===== config.mk =====
export PLATFORM = sky130hd
export DESIGN_NAME = secs_counter_top
export DESIGN_NICKNAME = d
export VERILOG_FILES = /design/src/rtl/secs_pkg.sv /design/src/rtl/secs_prescaler.sv /design/src/rtl/secs_live_cnt.sv /design/src/rtl/secs_snapshot.sv /design/src/rtl/secs_counter_top.sv
export SDC_FILE = /design/constraint.sdc
export NUM_CORES = 1
export LEC_CHECK = 0
export BUFFER_PORTS_ARGS = -buffer_cell sky130_fd_sc_hd__buf_4
export CAP_MARGIN = 15
export CORE_MARGIN = 5
export CORE_UTILIZATION = 68
export CTS_BUF_LIST = sky130_fd_sc_hd__clkbuf_4 sky130_fd_sc_hd__clkbuf_8
export DETAILED_ROUTE_END_ITERATION = 8
export PLACE_DENSITY = 0.88
export SLEW_MARGIN = 20
export SYNTH_ARGS = -nofsm -noshare
export SYNTH_HDL_FRONTEND = slang
export SYNTH_SLANG_ARGS = --single-unit
export TNS_END_PERCENT = 5

===== constraint.sdc =====
create_clock -name clk_i -period 6.4 [get_ports clk_i]
set_input_delay 0.32 -clock clk_i [delete_from_list [all_inputs] [get_ports clk_i]]
set_output_delay 0.32 -clock clk_i [all_outputs]
set_load 0.005 [all_outputs]

===== src/rtl/secs_pkg.sv =====
package secs_pkg;
  localparam int unsigned BYTE_W = 8;
  typedef logic [BYTE_W-1:0] byte_t;
endpackage


===== src/rtl/secs_prescaler.sv =====
module secs_prescaler #(
  parameter int unsigned PRE_W = 15
) (
  input  logic             clk_i,
  input  logic             rst_ni,
  input  logic             step_i,
  input  logic             clear_i,
  output logic             tick_o,
  output logic [PRE_W-1:0] cnt_o
);
  localparam logic [PRE_W-1:0] PRE_MAX = '1;

  logic [PRE_W-1:0] cnt_q;

  always_ff @(posedge clk_i or negedge rst_ni) begin
    if (!rst_ni)      cnt_q <= '0;
    else if (clear_i) cnt_q <= '0;
    else if (step_i)  cnt_q <= cnt_q + 1'b1;
  end

  // clear suppresses a tick that would coincide with it
  assign tick_o = step_i && !clear_i && (cnt_q == PRE_MAX);
  assign cnt_o  = cnt_q;
endmodule


===== src/rtl/secs_live_cnt.sv =====
module secs_live_cnt
  import secs_pkg::*;
#(
  parameter int unsigned CNT_W  = 32,
  parameter int unsigned ADDR_W = 2
) (
  input  logic              clk_i,
  input  logic              rst_ni,
  input  logic              tick_i,
  input  logic              wr_en_i,
  input  logic [ADDR_W-1:0] addr_i,
  input  byte_t             wdata_i,
  output logic [CNT_W-1:0]  cnt_o
);
  localparam int unsigned NBYTES = CNT_W / BYTE_W;

  byte_t            bytes_q [NBYTES];
  logic [CNT_W-1:0] cnt_inc;

  assign cnt_inc = cnt_o + 1'b1;

  for (genvar b = 0; b < NBYTES; b++) begin : g_byte
    logic sel;
    assign sel = wr_en_i && (addr_i == ADDR_W'(b));

    always_ff @(posedge clk_i or negedge rst_ni) begin
      if (!rst_ni)     bytes_q[b] <= '0;
      else if (sel)    bytes_q[b] <= wdata_i;
      else if (tick_i) bytes_q[b] <= cnt_inc[b*BYTE_W +: BYTE_W];
    end

    assign cnt_o[b*BYTE_W +: BYTE_W] = bytes_q[b];
  end
endmodule


===== src/rtl/secs_snapshot.sv =====
module secs_snapshot
  import secs_pkg::*;
#(
  parameter int unsigned CNT_W  = 32,
  parameter int unsigned ADDR_W = 2
) (
  input  logic              clk_i,
  input  logic              rst_ni,
  input  logic              capture_i,
  input  logic [CNT_W-1:0]  live_i,
  input  logic [ADDR_W-1:0] addr_i,
  output logic [CNT_W-1:0]  snap_o,
  output byte_t             rdata_o
);
  logic [CNT_W-1:0] snap_q;

  always_ff @(posedge clk_i or negedge rst_ni) begin
    if (!rst_ni)        snap_q <= '0;
    else if (capture_i) snap_q <= live_i;
  end

  assign snap_o  = snap_q;
  assign rdata_o = snap_q[addr_i*BYTE_W +: BYTE_W];
endmodule


===== src/rtl/secs_counter_top.sv =====
module secs_counter_top
  import secs_pkg::*;
#(
  parameter  int unsigned CNT_W  = 32,
  parameter  int unsigned PRE_W  = 15,
  localparam int unsigned NBYTES = CNT_W / BYTE_W,
  localparam int unsigned ADDR_W = (NBYTES > 1) ? $clog2(NBYTES) : 1
) (
  input  logic              clk_i,
  input  logic              rst_ni,
  input  logic              step_en_i,
  input  logic              run_i,
  input  logic              capture_i,
  input  logic              wr_en_i,
  input  logic [ADDR_W-1:0] addr_i,
  input  logic [7:0]        wdata_i,
  output logic [7:0]        rdata_o,
  output logic              sec_tick_o
);
  logic             step;
  logic             pre_clear;
  logic [PRE_W-1:0] pre_q;
  logic [CNT_W-1:0] live_q;
  logic [CNT_W-1:0] snap_q;

  assign step      = run_i && step_en_i;
  assign pre_clear = wr_en_i && (addr_i == '0);

  secs_prescaler #(.PRE_W(PRE_W)) i_prescaler (
    .clk_i   (clk_i),
    .rst_ni  (rst_ni),
    .step_i  (step),
    .clear_i (pre_clear),
    .tick_o  (sec_tick_o),
    .cnt_o   (pre_q)
  );

  secs_live_cnt #(.CNT_W(CNT_W), .ADDR_W(ADDR_W)) i_live_cnt (
    .clk_i   (clk_i),
    .rst_ni  (rst_ni),
    .tick_i  (sec_tick_o),
    .wr_en_i (wr_en_i),
    .addr_i  (addr_i),
    .wdata_i (wdata_i),
    .cnt_o   (live_q)
  );

  secs_snapshot #(.CNT_W(CNT_W), .ADDR_W(ADDR_W)) i_snapshot (
    .clk_i     (clk_i),
    .rst_ni    (rst_ni),
    .capture_i (capture_i),
    .live_i    (live_q),
    .addr_i    (addr_i),
    .snap_o    (snap_q),
    .rdata_o   (rdata_o)
  );
endmodule


==> results of run 1 <==
sequential cells by signal, indices dropped and copies added (netlist names):
| name | cells |
|---|---|
| i_prescaler.cnt_o | 15 |
| i_snapshot.snap_o | 32 |
| i_live_cnt.cnt_o | 32 |
stage by stage:
step	power (mW)	area, µm²	cells	util (%)
after CTS	1.352	4522	475	76.83
after detailed placement	0.8960	4272	459	72.58
final	1.348	4522	475	76.83
after floorplan	0.8011	4089	381	-
after global routing	1.411	4522	475	76.83
after global placement	0.8789	4272	459	72.58
synthesized netlist by cell type, types with 3 or more instances:
master    instances
nand3_1          22
dfrtp_1          79
clkbuf_1          7
nor4_2            9
nor4_1            7
mux2_2           34
mux4_2            8
and4_1            6
xnor2_1          30
or3_1             3
nand2_1          30
and3_1            4
nor3_1           14
buf_2             5
inv_1             7
nor2_1           34
or4_1             5
a21oi_1          22
buf_1             9
o21ai_0          13
nand4_1           7
xor2_1           12
metal layers:
| layer | up-vias | wire length, µm | global-route usage (%) |
|---|---|---|---|
| li1 | 1381 | - | - |
| met1 | 1531 | 3739 | 36.01 |
| met2 | 123 | 4454 | 39.59 |
| met3 | 37 | 596 | 6.021 |
| met4 | 0 | 319 | 15.06 |
| met5 | - | 0 | 0 |
worst max-delay path, cell delays in order, from the launching register on:
cell	delay, ps
dfrtp_1	450
nand4_2	180
or4_1	560
buf_4	280
nor4_1	500
xor2_1	140
mux2_2	280
worst paths after layout:
kind / start / endpoint / slack [ps] / cells past startpoint
max: i_prescaler.cnt_o[4]$_DFFE_PN0P_ / i_live_cnt.cnt_o[6]$_DFFE_PN0P_ / 3870 / 6
min: rst_ni / i_prescaler.cnt_o[5]$_DFFE_PN0P_ / 130 / 1
max reg2reg: i_prescaler.cnt_o[4]$_DFFE_PN0P_ / i_live_cnt.cnt_o[6]$_DFFE_PN0P_ / 3870 / 6
min reg2reg: i_snapshot.snap_o[15]$_DFFE_PN0P_ / i_snapshot.snap_o[15]$_DFFE_PN0P_ / 510 / 1
max in group asynchronous: rst_ni / i_live_cnt.cnt_o[27]$_DFFE_PN0P_ / 5660 / 1
min in group clk_i: wdata_i[5] / i_live_cnt.cnt_o[29]$_DFFE_PN0P_ / 220 / 3
layout make-up:
class	count	share of cell area [%]
timing repair buffer	26	4.317
tap	75	2.075
clock buffer	13	3.542
sequential	79	43.72
inverter	7	0.5811
multi-input combinational	272	43.77
clock inverter	3	1.992
where the power goes:
group | internal, mW | switching [mW] | leakage [nW]
Clock | 0.283 | 0.175 | 0.128
Sequential | 0.585 | 0.0849 | 0.951
Combinational | 0.125 | 0.0945 | 0.683
cell families (layout without fill, tap and decap cells):
kind of cell	Yosys count	after routing	synth area share, %
fa+ha+maj	2	2	0.6119
compound gates	37	37	4.529
flops	79	79	48.35
simple gates	148	148	20.13
buf+inv	30	49	3.366
xor+xnor	42	42	8.996
mux	43	43	14.01
==> impl_metrics.json, run 1 <==
{
  "drv_slew": 0,
  "clock_latency_ps": 350,
  "path_clk_slew_ps": 80,
  "synth_edf_count": 0,
  "worstPathMaxFanout": 36,
  "hold_ws_ps": 127.7,
  "synth_cell_type_count": 32,
  "setup_tns_ps": 0,
  "die_h_um": 87.55,
  "h-tree-depth": 3,
  "cts_buffers": 9,
  "seq_area_mm2": 0.001977,
  "place_congestion": 0.7911,
  "finalCritPeriodShare_pct": 39.47,
  "cts_tree": "yes",
  "yosysSeqAreaShare_pct": 48.35,
  "syn_area_mm2": 0.004089,
  "worstSetupPathType": "flip-flop to flip-flop",
  "ys_ff_latch": 79,
  "n_fill_cell": 359,
  "hpwl_mm": 6.255,
  "core_mm2": 0.005886,
  "fp-row-count": 28,
  "grtUsageTotal_pct": 26.52,
  "synth_flop_cell": "dfrtp_1",
  "root_buffer": "clkbuf_8",
  "grt_start_max_net_pins": 80,
  "vias_per_cell": 6.467,
  "final-setup-viol-count": 0,
  "drc": 0,
  "mostFrequentLayoutCells": "79 x dfrtp_1, 34 x nor2_1, 34 x mux2_2",
  "skew_ps": 8.701,
  "synth_area_leaders": "dfrtp_1 48%, mux2_2 9.4%, xnor2_1 6.4%",
  "drt_iter0_drc": 254,
  "required_ps": 6640,
  "cts_resized": 0,
  "hold_viol_final": 0,
  "synthCells": 381,
  "hold_path_class": "primary input to async pin",
  "cp-end-kind": "flip-flop",
  "syn2layout_area_growth_pct": 10.59,
  "start_util_pct": 69.47,
  "die_area_mm2": 0.007664,
  "synth.top_cell.area_share_pct": 48.35,
  "nets": 413,
  "vdd_drop_max_mv": 0.2306,
  "tightest_slew_ps": 967.8,
  "grt_pass1_wl_mm": 15.50,
  "cts.sinks": 79,
  "dp_worst_setup_slack_ps": 3897,
  "antenna_found_initial": 0,
  "slew_headroom_pct": 35.48,
  "final_common_cell": "dfrtp_1",
  "clock_path_buffers": 2,
  "rsz0062_at_grt": "false",
  "io_pins": 25,
  "fin_ws_ps": 3874,
  "n_antenna_cell": 0,
  "port_buffers": 24,
  "async_reset_ff_share_pct": 100.0,
  "outcome": "completed",
  "post_cts_buffers": 0,
  "antenna_left": 0,
  "synth_nets": 399,
  "power.leakage_nw": 1.762,
  "wirelength_mm": 9.110,
  "vias": 3072,
  "firstDrtPassIters": 5,
  "ys_warn_count": 0,
  "fin_crit_ps": 2526,
  "grt_overflow": 0,
  "worstPathArrival_ps": 2770,
  "grt_pass1_vias": 3159,
  "power.density_mw_per_mm2": 298.2,
  "avgSynthCellArea_um2": 10.73,
  "cts_hold_buf": 0,
  "die_w_um": 87.55,
  "drive_gt1_share_pct": 24.50,
  "synth_top_cell_by_area": "dfrtp_1",
  "crit_path_start_kind": "flip-flop",
  "maxCapViolations": 0,
  "multiInputGateArea_mm2": 0.001979,
  "fmax_ghz": 0.3959,
  "wire_per_inst_um": 19.18
}
Power figures use the tool's default switching activity.
==> run 2: changes to the inputs <==
- CORE_UTILIZATION: 68 -> 63
- PLACE_DENSITY: 0.88 -> 0.82
- clock period: 6.4 -> 2.5 ns (I/O delays scaled with it)
==> run 2 against run 1 <==
Effect of this change: setup slack worse by 3700 ps; final area is 1.5% higher; register-to-register slack worse by 3700 ps; clock-buffer cell count is 4 lower; critical path depth stayed put; via count is 2.8% lower; sequential power grew to 2.6 times the previous value; combinational power grew to 2.6 times the previous value; first-iteration DRC count is 13% lower; critical path type unchanged; critical endpoint is now i_live_cnt.cnt_o[28]$_DFFE_PN0P_; largest cell class unchanged; largest power group unchanged.
==> impl_metrics.json, run 2 (synthesis results as in run 1) <==
{
  "worstSetupPathType": "flip-flop to flip-flop",
  "p_int_mw": 2.481,
  "path_clk_slew_ps": 80,
  "cpPeakStageDelay_ps": 610,
  "final-setup-viol-count": 0,
  "skew_ps": 7.273,
  "antenna_left": 0,
  "p_switching_mw": 0.9240,
  "syn2layout_area_growth_pct": 12.24,
  "worstPathMaxFanout": 23,
  "placedCellCount": 470,
  "hold_viol_final": 0,
  "wire_per_inst_um": 18.68,
  "worstPathArrival_ps": 2490,
  "n_antenna_cell": 0,
  "fin_crit_ps": 2279,
  "p_clk_share_pct": 33.0,
  "dp_worst_setup_slack_ps": 225.7,
  "die_w_um": 90.56,
  "firstDrtPassIters": 4,
  "fin_ws_ps": 221.3,
  "cp_cell_sequence": "nand4_2, or4_1, buf_4, nor4_1, xnor2_1, o21ai_0",
  "clock_path_buffers": 2,
  "outcome": "completed",
  "n_fill_cell": 413,
  "finalCritPeriodShare_pct": 91.15,
  "hpwl_mm": 6.283,
  "grt_pass1_wl_mm": 15.90,
  "pwr-share-seq_pct": 50.2,
  "post_cts_buffers": 0,
  "fmax_ghz": 0.4388,
  "drt_iter0_drc": 221,
  "final_common_cell": "dfrtp_1",
  "die_area_mm2": 0.008201,
  "drive_gt1_share_pct": 25.92,
  "cts_hold_buf": 1,
  "final_cells": 486,
  "hold_path_class": "primary input to flip-flop",
  "vias": 2985,
  "fp-row-count": 29,
  "core_mm2": 0.006350,
  "die_h_um": 90.56,
  "finalInstanceArea_mm2": 0.004589,
  "placed_area_mm2": 0.004342,
  "nets": 423,
  "maxCapViolations": 0,
  "vdd_drop_max_mv": 0.6469,
  "mostFrequentLayoutCells": "79 x dfrtp_1, 34 x nor2_1, 34 x mux2_2, 34 x buf_4",
  "wirelength_mm": 9.079,
  "vias_per_cell": 6.142,
  "place_congestion": 0.8381,
  "slew_headroom_pct": 52.16,
  "grt_start_max_net_pins": 80,
  "cts_resized": 0,
  "setup_tns_ps": 0,
  "antenna_found_initial": 0,
  "finalPower_mw": 3.405,
  "drv_slew": 0,
  "power.leakage_nw": 1.793,
  "start_util_pct": 64.39,
  "pwr-share-comb_pct": 16.8,
  "port_buffers": 24,
  "tightest_slew_ps": 717.6,
  "cts_tree": "yes",
  "hold_ws_ps": 19.37,
  "slowest_stage": "or4_1",
  "cts.sinks": 79,
  "rsz0062_at_grt": "false",
  "power.density_mw_per_mm2": 741.9,
  "utilization_pct": 72.28,
  "crit_path_start_kind": "flip-flop",
  "grtUsageTotal_pct": 24.16,
  "cts_buffers": 9,
  "grt_pass1_vias": 3086,
  "h-tree-depth": 3,
  "grt_overflow": 0,
  "io_pins": 25,
  "root_buffer": "clkbuf_8",
  "clock_latency_ps": 350,
  "p_sw_share_pct": 27.14,
  "drc": 0,
  "cp-end-kind": "flip-flop",
  "required_ps": 2710
}
run 2: path summary, 6_finish.rpt:
| kind | endpoint | from | cells past startpoint | slack, ps |
|---|---|---|---|---|
| max | i_live_cnt.cnt_o[28]$_DFFE_PN0P_ | i_prescaler.cnt_o[6]$_DFFE_PN0P_ | 6 | 220 |
| min in group asynchronous | i_prescaler.cnt_o[9]$_DFFE_PN0P_ | rst_ni | 2 | 340 |
| min | i_live_cnt.cnt_o[24]$_DFFE_PN0P_ | wdata_i[0] | 3 | 20 |
| max in group asynchronous | i_live_cnt.cnt_o[22]$_DFFE_PN0P_ | rst_ni | 2 | 1640 |
| min reg2reg | i_snapshot.snap_o[23]$_DFFE_PN0P_ | i_snapshot.snap_o[23]$_DFFE_PN0P_ | 1 | 510 |
| max reg2reg | i_live_cnt.cnt_o[28]$_DFFE_PN0P_ | i_prescaler.cnt_o[6]$_DFFE_PN0P_ | 6 | 220 |
run 2: layout make-up:
type                    instances  area, µm²  area share, %
repair buffers                 36      276.5          6.025
multi-input cells             272       1979          43.13
flip-flops and latches         79       1977          43.08
inverters                       7      26.28         0.5725
clock buffers                   9      123.9          2.699
well taps                      77      96.34          2.099
clock inverters                 6      110.1          2.399
run 2: power by group through the flow:
stage	logic, mW	clock network [mW]	registers [mW]
6_report	0.572	1.12	1.71
5_1_grt	0.636	1.21	1.74
4_1_cts	0.577	1.14	1.71
3_5_place_dp	0.569	0	1.73
3_3_place_gp	0.549	0	1.71
2_1_floorplan	0.401	0	1.65
run 2: worst max-delay path: cells and delay by family (launching register included):
kind / cells / cell delay (ps)
AO/OA/AOI/OAI: 1 / 100
XOR/XNOR: 1 / 160
buffers and inverters: 1 / 270
flip-flops: 1 / 440
AND/OR/NAND/NOR: 3 / 1170
run 2: routing by layer:
layer  GRT usage (%)  wire length [µm]  vias up
met5               0                 0        -
met4           7.196               178        0
met3           5.250               613       18
met2           36.08              4275       83
met1           35.43              4012     1486
li1                -                 -     1398
